<file path="src/rtl/vs_ddc_pkg.sv">
package vs_ddc_pkg;
  typedef struct packed {
    logic rise;
    logic fall;
  } vs_edge_t;
endpackage

</file>
<file path="src/rtl/vs_edge_sync.sv">
module vs_edge_sync
  import vs_ddc_pkg::*;
#(
  parameter int unsigned STAGES = 2
) (
  input  logic     clk_i,
  input  logic     rst_ni,
  input  logic     async_i,
  output vs_edge_t edge_o
);
  // chain[STAGES] holds the previous synchronized value
  logic [STAGES:0] chain_q;

  for (genvar g = 0; g <= STAGES; g++) begin : g_stage
    always_ff @(posedge clk_i or negedge rst_ni) begin
      if (!rst_ni) chain_q[g] <= 1'b0;
      else if (g == 0) chain_q[g] <= async_i;
      else chain_q[g] <= chain_q[g-1];
    end
  end

  assign edge_o.rise = chain_q[STAGES-1] & ~chain_q[STAGES];
  assign edge_o.fall = ~chain_q[STAGES-1] & chain_q[STAGES];


  edge_excl_chk: assert property (@(posedge clk_i) disable iff (!rst_ni)
    edge_o.rise |=> !edge_o.rise);
endmodule

</file>
<file path="src/rtl/ddc_frame_shift.sv">
module ddc_frame_shift #(
  parameter int unsigned DATA_W = 8,
  localparam int unsigned POS_W = $clog2(DATA_W + 1)
) (
  input  logic              clk_i,
  input  logic              rst_ni,
  input  logic              step_i,
  input  logic              ninth_i,
  input  logic [DATA_W-1:0] load_data_i,
  output logic              bit_o,
  output logic              load_o
);
  localparam logic [POS_W-1:0] LAST = POS_W'(DATA_W);

  logic [DATA_W-1:0] sh_q;
  logic [POS_W-1:0]  pos_q;

  assign load_o = step_i && (pos_q == LAST);

  always_ff @(posedge clk_i or negedge rst_ni) begin
    if (!rst_ni) begin
      sh_q  <= '0;
      pos_q <= '0;
    end else if (step_i) begin
      if (pos_q == LAST) begin
        sh_q  <= load_data_i;
        pos_q <= '0;
      end else begin
        sh_q  <= {sh_q[DATA_W-2:0], 1'b0};
        pos_q <= pos_q + 1'b1;
      end
    end
  end

  assign bit_o = (pos_q == LAST) ? ninth_i : sh_q[DATA_W-1];


  load_chk: assert property (@(posedge clk_i) disable iff (!rst_ni)
    (step_i && pos_q == LAST) |=> (pos_q == '0) && (sh_q == $past(load_data_i)));

  pos_range_chk: assert property (@(posedge clk_i) disable iff (!rst_ni)
    pos_q <= LAST);

  hold_chk: assert property (@(posedge clk_i) disable iff (!rst_ni)
    !step_i |=> $stable(pos_q) && $stable(sh_q));
endmodule

</file>
<file path="src/rtl/ddc_buf_irq.sv">
module ddc_buf_irq #(
  parameter int unsigned DATA_W = 8
) (
  input  logic              clk_i,
  input  logic              rst_ni,
  input  logic              wr_en_i,
  input  logic [DATA_W-1:0] wr_data_i,
  input  logic              load_i,
  input  logic              fall_i,
  output logic [DATA_W-1:0] buf_o,
  output logic              irq_o
);
  logic [DATA_W-1:0] buf_q;
  logic              pend_q, irq_q;

  // latch buffer intentionally has no reset
  always_ff @(posedge clk_i) begin
    if (wr_en_i) buf_q <= wr_data_i;
  end

  always_ff @(posedge clk_i or negedge rst_ni) begin
    if (!rst_ni) begin
      pend_q <= 1'b0;
      irq_q  <= 1'b0;
    end else begin
      if (load_i) pend_q <= 1'b1;
      else if (fall_i) pend_q <= 1'b0;
      if (fall_i && pend_q) irq_q <= 1'b1;
      else if (wr_en_i) irq_q <= 1'b0;
    end
  end

  assign buf_o = buf_q;
  assign irq_o = irq_q;


  irq_rise_chk: assert property (@(posedge clk_i) disable iff (!rst_ni)
    $rose(irq_q) |-> $past(fall_i));

  irq_clr_chk: assert property (@(posedge clk_i) disable iff (!rst_ni)
    (irq_q && wr_en_i && !(fall_i && pend_q)) |=> !irq_q);
endmodule

</file>
<file path="src/rtl/vs_ddc_tx.sv">
module vs_ddc_tx
  import vs_ddc_pkg::*;
#(
  parameter int unsigned DATA_W      = 8,
  parameter int unsigned SYNC_STAGES = 2
) (
  input  logic              clk_i,
  input  logic              rst_ni,
  input  logic              vsync_i,
  input  logic              enable_i,
  input  logic              ninth_sel_i,
  input  logic              wr_en_i,
  input  logic [DATA_W-1:0] wr_data_i,
  output logic              sda_o,
  output logic              irq_o
);
  vs_edge_t          vs_edge;
  logic              shift_bit, load;
  logic [DATA_W-1:0] buf_data;

  vs_edge_sync #(.STAGES(SYNC_STAGES)) u_sync (
    .clk_i  (clk_i),
    .rst_ni (rst_ni),
    .async_i(vsync_i),
    .edge_o (vs_edge)
  );

  ddc_frame_shift #(.DATA_W(DATA_W)) u_shift (
    .clk_i      (clk_i),
    .rst_ni     (rst_ni),
    .step_i     (vs_edge.rise & enable_i),
    .ninth_i    (ninth_sel_i),
    .load_data_i(buf_data),
    .bit_o      (shift_bit),
    .load_o     (load)
  );

  ddc_buf_irq #(.DATA_W(DATA_W)) u_irq (
    .clk_i    (clk_i),
    .rst_ni   (rst_ni),
    .wr_en_i  (wr_en_i),
    .wr_data_i(wr_data_i),
    .load_i   (load),
    .fall_i   (vs_edge.fall & enable_i),
    .buf_o    (buf_data),
    .irq_o    (irq_o)
  );

  assign sda_o = enable_i ? shift_bit : 1'b1;


  idle_high_chk: assert property (@(posedge clk_i) disable iff (!rst_ni)
    (!enable_i && !$past(enable_i)) |-> sda_o && $stable(irq_o) || (!enable_i && wr_en_i) || $past(wr_en_i));
endmodule

</file>
<file path="config.mk">
export PLATFORM = sky130hd
export DESIGN_NAME = vs_ddc_tx
export DESIGN_NICKNAME = d
export VERILOG_FILES = /design/src/rtl/vs_ddc_pkg.sv /design/src/rtl/vs_edge_sync.sv /design/src/rtl/ddc_frame_shift.sv /design/src/rtl/ddc_buf_irq.sv /design/src/rtl/vs_ddc_tx.sv
export SDC_FILE = /design/constraint.sdc
export NUM_CORES = 1
export LEC_CHECK = 0
export BUFFER_PORTS_ARGS = -buffer_cell sky130_fd_sc_hd__buf_2
export CORE_UTILIZATION = 57
export DETAILED_ROUTE_END_ITERATION = 6
export HOLD_SLACK_MARGIN = 0.05
export PLACE_DENSITY_LB_ADDON = 0.3
export SLEW_MARGIN = 0
export SYNTH_ARGS = -nofsm -noshare
export SYNTH_HDL_FRONTEND = slang
export SYNTH_SLANG_ARGS = --single-unit
</file>
<file path="constraint.sdc">
create_clock -name clk_i -period 3.6 [get_ports clk_i]
set_input_delay 0.36 -clock clk_i [delete_from_list [all_inputs] [get_ports clk_i]]
set_output_delay 0.36 -clock clk_i [all_outputs]
set_load 0.01 [all_outputs]
</file>
==> results of run 1 <==
-- through the flow --
step                      setup slack (ns)  hold slack (ns)  instance area (sq um)
final                                 1.42            0.134                   1150
after global routing                  1.26            0.119                   1150
after detailed placement              1.76            0.298                   1110
after CTS                             1.38            0.132                   1150
after global placement                1.81            0.297                   1110
after floorplan                       2.13           0.0644                   1040
-- sequential cells by signal (all words and copies together), names as in the netlist --
register and flops:
u_shift.sh_q 8, u_shift.pos_q 4, u_irq.pend_q 1, u_sync.chain_q 3
u_irq.irq_o 1, u_irq.buf_o 8
-- path summary, 6_finish.rpt --
path | start | end | slack (ns) | cells past startpoint
max in group asynchronous | rst_ni | u_shift.sh_q[2] | 2.87 | 2
setup reg to reg | u_shift.pos_q[0] | u_shift.sh_q[1] | 2.07 | 5
hold reg to reg | u_sync.chain_q[0] | u_sync.chain_q[1] | 0.37 | 0
setup / recovery | u_shift.pos_q[0] | sda_o | 1.42 | 6
min in group asynchronous | rst_ni | u_shift.pos_q[0] | 0.46 | 2
hold / removal | vsync_i | u_sync.chain_q[0] | 0.13 | 1
-- metal layers --
layer | up-vias | part of all wire | global-route usage
li1 | 345 | - | -
met1 | 312 | 0.47 | 0.235
met2 | 13 | 0.46 | 0.303
met3 | 6 | 0.036 | 0.0367
met4 | 0 | 0.029 | 0.127
met5 | - | 0 | 0
-- cell usage in the layout, fill, tap and decap left out --
cell	Yosys	final
dfrtp_1	17	17
buf_2	1	15
nand2_1	14	14
nor2_1	8	8
edfxtp_1	8	8
o21ai_0	7	7
a21oi_2	7	7
a21oi_1	7	7
inv_1	5	5
nand3_1	5	5
clkbuf_4	0	3
nand3b_1	2	2
and3b_1	2	2
ha_1	2	2
o32ai_1	1	1
nand2b_1	1	1
o311ai_0	1	1
clkbuf_1	0	1
dlygate4sd3_1	0	1
-- logic make-up (layout without fill, tap and decap cells) --
logic type / Yosys count / count (layout) / synth area share
buffers and inverters: 9 / 25 / 0.0483
AO/OA/AOI/OAI: 23 / 23 / 0.144
flip-flops: 25 / 25 / 0.643
AND/OR/NAND/NOR: 32 / 32 / 0.141
adder cells (fa/ha/maj): 2 / 2 / 0.0242
-- timing repair --
action / 4_1_cts / 5_1_grt
setup endpoints to repair: 0 / 0
hold buffers: 1 / 0
hold endpoints to repair: 17 / 0
-- power breakdown --
group | leakage (nW) | internal [mW] | switching [mW]
clock | 0.0150 | 0.0435 | 0.0805
combinational | 0.206 | 0.0828 | 0.134
sequential | 0.277 | 0.368 | 0.0483
-- area by class of cell --
cell class | count | area, sq um
well taps | 25 | 31.3
multi-input cells | 57 | 320
flip-flops and latches | 25 | 666
inverters | 5 | 18.8
fillers | 130 | 561
clock buffers | 4 | 26.3
repair buffers | 16 | 85.1
-- Yosys cell counts --
| library cell | instances | area (sq um) |
|---|---|---|
| a21oi_1 | 7 | 35.0 |
| buf_4 | 2 | 15.0 |
| nand3b_1 | 2 | 15.0 |
| edfxtp_1 | 8 | 240 |
| nand3_1 | 5 | 25.0 |
| inv_1 | 5 | 18.8 |
| nor2_1 | 8 | 30.0 |
| nand2_1 | 14 | 52.6 |
| o21ai_0 | 7 | 35.0 |
| nand2b_1 | 1 | 6.26 |
| and3b_1 | 2 | 17.5 |
| dfrtp_1 | 17 | 425 |
| o32ai_1 | 1 | 8.76 |
| a21oi_2 | 7 | 61.3 |
| buf_2 | 1 | 5.00 |
| o311ai_0 | 1 | 8.76 |
| ha_1 | 2 | 25.0 |
| buf_6 | 1 | 11.3 |
==> results.txt, run 1 <==
run status: finished clean
worst-path maximum fanout: 9
Initial Utilization: 0.607
routed via count: 676
NumNets Final: 124
Worst Setup Start Kind: register
Setup CP Type: register to output port
core area: 0.00171 sq mm
H-Tree Level Count: 1
Layout Area Growth over Synthesis: 10.7%
Cell Chain, Critical Path: inv_1, ha_1, and3b_1, nand2_1, nand3_1, buf_2
Post-CTS Setup Inserts: 0
WL final: 1550 microns
Critical Path RT: 3.24 ns
vias in the first global route: 584
Die Span Y: 44.6 microns
all-layer global routing usage: 0.190
GP Congestion: 0.770
CP top delay family: simple AND/OR/NAND/NOR gates
Fmax: 458 MHz
initial antenna violation count: 0
Finished Layout Cells: 132
share of the clock period used by the worst path: 0.606
drt wl/cell: 11.7 microns
minimum clock period after layout: 2.18 ns
RSZ-0062 raised after global routing: false
largest net degree at the start of global routing: 18
YS warnings: 0
Hold Vio Cnt, Final: 0
chip width: 44.6 microns
synthesized cell area: 0.00104 sq mm
P_leak: 0.497 nW
Clk Latency, worst-skew pair: 0.32 ns
DRC viols: 0
first-pass GRT wire length: 2590 microns
post-route core utilization: 0.672
total die area: 0.00199 sq mm
clock-pin slew on the worst setup and hold paths: 0.12 ns
final global-route overflow total: 0
slowest CP cell: and3b_1
Cells after DPL: 127
share of post-route cells with drive strength above 1: 0.234
Seq cells post-synth: 25
routed vias/inst: 5.12
root buffer cell: clkbuf_4
Mapped Cells: 91
VDD IR-drop max: 411 uV
clk buf depth: 2
post-cts sizing count: 0
WP buf/inv: 2
Worst slew margin: 0.607
P per Cell Area: 659 mW/mm^2
number of detailed-route iterations in the first pass: 4
max cap viols: 0
max incr delay on CP: 0.49 ns
Overall Power: 756 uW
worst hold path class: primary input to register
IO buf count: 15
I/O Pins: 16
num rows: 15
Crit. End Element: output port
final count of pins violating max slew: 0
sequential element share of the synthesized area: 0.643
Fin Clk Skew: 0.00182 ns
antenna cells: 0
Post-DRT Antenna Nets: 0
Syn Nets: 107
Iter 0 DRT Violations: 15
Worst-Margin Slew: 0.588 ns
CTS sink count: 25
count of cell types in the netlist: 18
detailed placer's ending HPWL: 1060 microns
CTS tree: built
final setup TNS: 0 ns
Mapped Avg Cell Area: 11.4 sq um
total CTS buffers: 3
Final setup viols: 0
arrival time at the worst endpoint: 1.82 ns
Note: power is estimated with default switching activity, not from simulation.
==> inputs of run 2 (changes only) <==
--- a/config.mk
+++ b/config.mk
@@ -6,7 +6,7 @@
 export NUM_CORES = 1
 export LEC_CHECK = 0
 export BUFFER_PORTS_ARGS = -buffer_cell sky130_fd_sc_hd__buf_2
-export CORE_UTILIZATION = 57
+export CORE_UTILIZATION = 53
 export DETAILED_ROUTE_END_ITERATION = 6
 export HOLD_SLACK_MARGIN = 0.05
 export PLACE_DENSITY_LB_ADDON = 0.3
==> constraint.sdc (replaced) <==
create_clock -name clk_i -period 2.15 [get_ports clk_i]
set_input_delay 0.215 -clock clk_i [delete_from_list [all_inputs] [get_ports clk_i]]
set_output_delay 0.215 -clock clk_i [all_outputs]
set_load 0.01 [all_outputs]
==> run 2 against run 1 <==
- global-route usage shrank 0.91 points
- combinational power grew 75%
- non-clock buffer count grew 1
- clock power grew 57%
- die area grew 7.2%
- via count grew 2.2%
- hold slack lost 0.059 ns
- power grew 68%
- routed wire length grew 7.6%
- largest cell class unchanged
==> results.txt, run 2 (same netlist as run 1, synthesis figures left out) <==
run status: finished clean (unchanged)
first-pass GRT wire length: 2620 microns (was 2590 microns)
CTS sink count: 25 (unchanged)
final setup TNS: 0 ns (unchanged)
Hold Vio Cnt, Final: 0 (unchanged)
area of the multi-input gates: 322 sq um (was 320 sq um)
Fmax: 513 MHz
worst-path maximum fanout: 11 (was 9)
Worst slew margin: 0.594 (was 0.607)
HP Start: wr_data_i[3] (was vsync_i)
Worst-Margin Slew: 0.606 ns (was 0.588 ns)
sink of the worst hold path: u_irq.buf_o[3] (was u_sync.chain_q[0])
Initial Utilization: 0.581 (was 0.607)
vias in the first global route: 641 (was 584)
total die area: 0.00214 sq mm (was 0.00199 sq mm)
final count of pins violating max slew: 0 (unchanged)
RSZ-0062 raised after global routing: false (unchanged)
Post-CTS Setup Inserts: 0 (unchanged)
most common cell after layout, fill and taps aside: dfrtp_1 (unchanged)
Post-DRT Antenna Nets: 0 (unchanged)
r2r endpoint: u_shift.pos_q[3] (was u_shift.sh_q[1])
Fin Clk Skew: 0.00630 ns (was 0.00182 ns)
WP buf/inv: 2 (unchanged)
Cell Chain, Critical Path: inv_1, ha_1, nand3b_1, nand2_1, nand3_1, buf_2 (was inv_1, ha_1, and3b_1, nand2_1, nand3_1, buf_2)
Hold Path Depth: 1 (unchanged)
P per Cell Area: 1100 mW/mm^2 (was 659 mW/mm^2)
initial antenna violation count: 0 (unchanged)
max cap viols: 0 (unchanged)
CP top delay family: simple AND/OR/NAND/NOR gates (unchanged)
NumNets Final: 125 (was 124)
num rows: 15 (unchanged)
Worst R2R Start: u_sync.chain_q[2] (was u_shift.pos_q[0])
minimum clock period after layout: 1.95 ns
IO buf count: 15 (unchanged)
Final setup viols: 0 (unchanged)
WL final: 1660 microns (was 1550 microns)
total CTS buffers: 3 (unchanged)
max incr delay on CP: 0.42 ns (was 0.49 ns)
Setup CP Type: register to output port (unchanged)
drt wl/cell: 12.5 microns (was 11.7 microns)
fill cell total of the finished layout: 133 (was 130)
worst hold path class: primary input to register (unchanged)
chip width: 46.2 microns (was 44.6 microns)
most frequent cells in the layout: dfrtp_1, buf_2, nand2_1 (unchanged)
Storage cell area: 666 sq um (unchanged)
FF-to-FF setup slack: 0.65 ns (was 2.07 ns)
antenna cells: 0 (unchanged)
arrival time at the worst endpoint: 1.73 ns (was 1.82 ns)
I/O Pins: 16 (unchanged)
all-layer global routing usage: 0.181 (was 0.190)
H-Tree Level Count: 1 (unchanged)
Die Span Y: 46.2 microns (was 44.6 microns)
Clk Latency, worst-skew pair: 0.30 ns (was 0.32 ns)
R2R depth: 3 (was 5)
clk buf depth: 2 (unchanged)
Crit. End Element: output port (unchanged)
Layout Area Growth over Synthesis: 11.8% (was 10.7%)
clock-pin slew on the worst setup and hold paths: 0.12 ns (about the same)
Worst Setup Start Kind: register (unchanged)
slowest CP cell: dfrtp_1 (was and3b_1)
largest net degree at the start of global routing: 18 (unchanged)
number of detailed-route iterations in the first pass: 4 (unchanged)
root buffer cell: clkbuf_4 (unchanged)
share of the clock period used by the worst path: 0.906
GP Congestion: 0.812 (was 0.770)
Critical Path RT: 1.93 ns (was 3.24 ns)
P_leak: 0.501 nW (was 0.497 nW)
CTS tree: built (unchanged)
final global-route overflow total: 0 (unchanged)
Iter 0 DRT Violations: 9 (was 15)
share of post-route cells with drive strength above 1: 0.241 (was 0.234)
DRC viols: 0 (unchanged)
routed vias/inst: 5.20 (was 5.12)
routed via count: 691 (was 676)
post-route core utilization: 0.650 (was 0.672)
core area: 0.00178 sq mm (was 0.00171 sq mm)
detailed placer's ending HPWL: 1180 microns (was 1060 microns)
VDD IR-drop max: 732 uV (was 411 uV)
-- run 2: cell types whose count changed in the layout (fill, tap and decap cells not counted), sizes merged --
cell,before,now
dlygate4sd3,1,2
-- run 2: final cells by class --
type,count,share of cell area
clock buffers,4,0.0227
inverters,5,0.0162
multi-input cells,57,0.278
flip-flops and latches,25,0.575
well taps,25,0.0270
repair buffers,17,0.0821
-- run 2: per-layer routing --
metal  global-route usage  vias to the layer above  wire [microns]
li1                     -                      346               -
met1                0.227                      328             782
met2                0.299                       15             820
met3               0.0471                        2              45
met4               0.0706                        0              15
met5                    0                        -               0
-- run 2: through the flow --
stage               hold slack (ns)  std cells  total power [mW]  setup WS, ns  instance area [sq um]
finish                       0.0748        133              1.27         0.202                   1160
global route                 0.0500        133              1.37        0.0797                   1160
CTS                          0.0700        133              1.28         0.102                   1160
detailed placement            0.155        127              1.08         0.453                   1110
global placement              0.154        127              1.06         0.525                   1110
floorplan                   -0.0806         91              1.01         0.826                   1040
-- run 2: worst max path at each step --
stage	cells past startpoint	endpoint	slack [ns]	startpoint
after detailed placement	6	sda_o	0.45	u_shift.pos_q[0]
after CTS	6	sda_o	0.10	u_shift.pos_q[0]
final	6	sda_o	0.20	u_shift.pos_q[0]
after global routing	6	sda_o	0.08	u_shift.pos_q[0]
after floorplan	6	sda_o	0.83	u_shift.pos_q[0]
after global placement	6	sda_o	0.52	u_shift.pos_q[0]
-- run 2: worst reg2reg max path: stages (launching register included) --
cell and delay [ns]:
dfrtp_1 0.40, nand3b_1 0.49, o21ai_0 0.31, o311ai_0 0.15
-- run 2: timing repair --
action                                  in CTS  in global routing
hold buffers                                 2                  0
endpoints found under the setup margin       0                  1
gates resized for setup                      0                  1
endpoints found under the hold margin       18                  0
-- run 2: where the power goes --
| part | switching (mW) | internal (mW) |
|---|---|---|
| clock network | 0.123 | 0.0723 |
| registers | 0.0821 | 0.616 |
| logic | 0.235 | 0.143 |
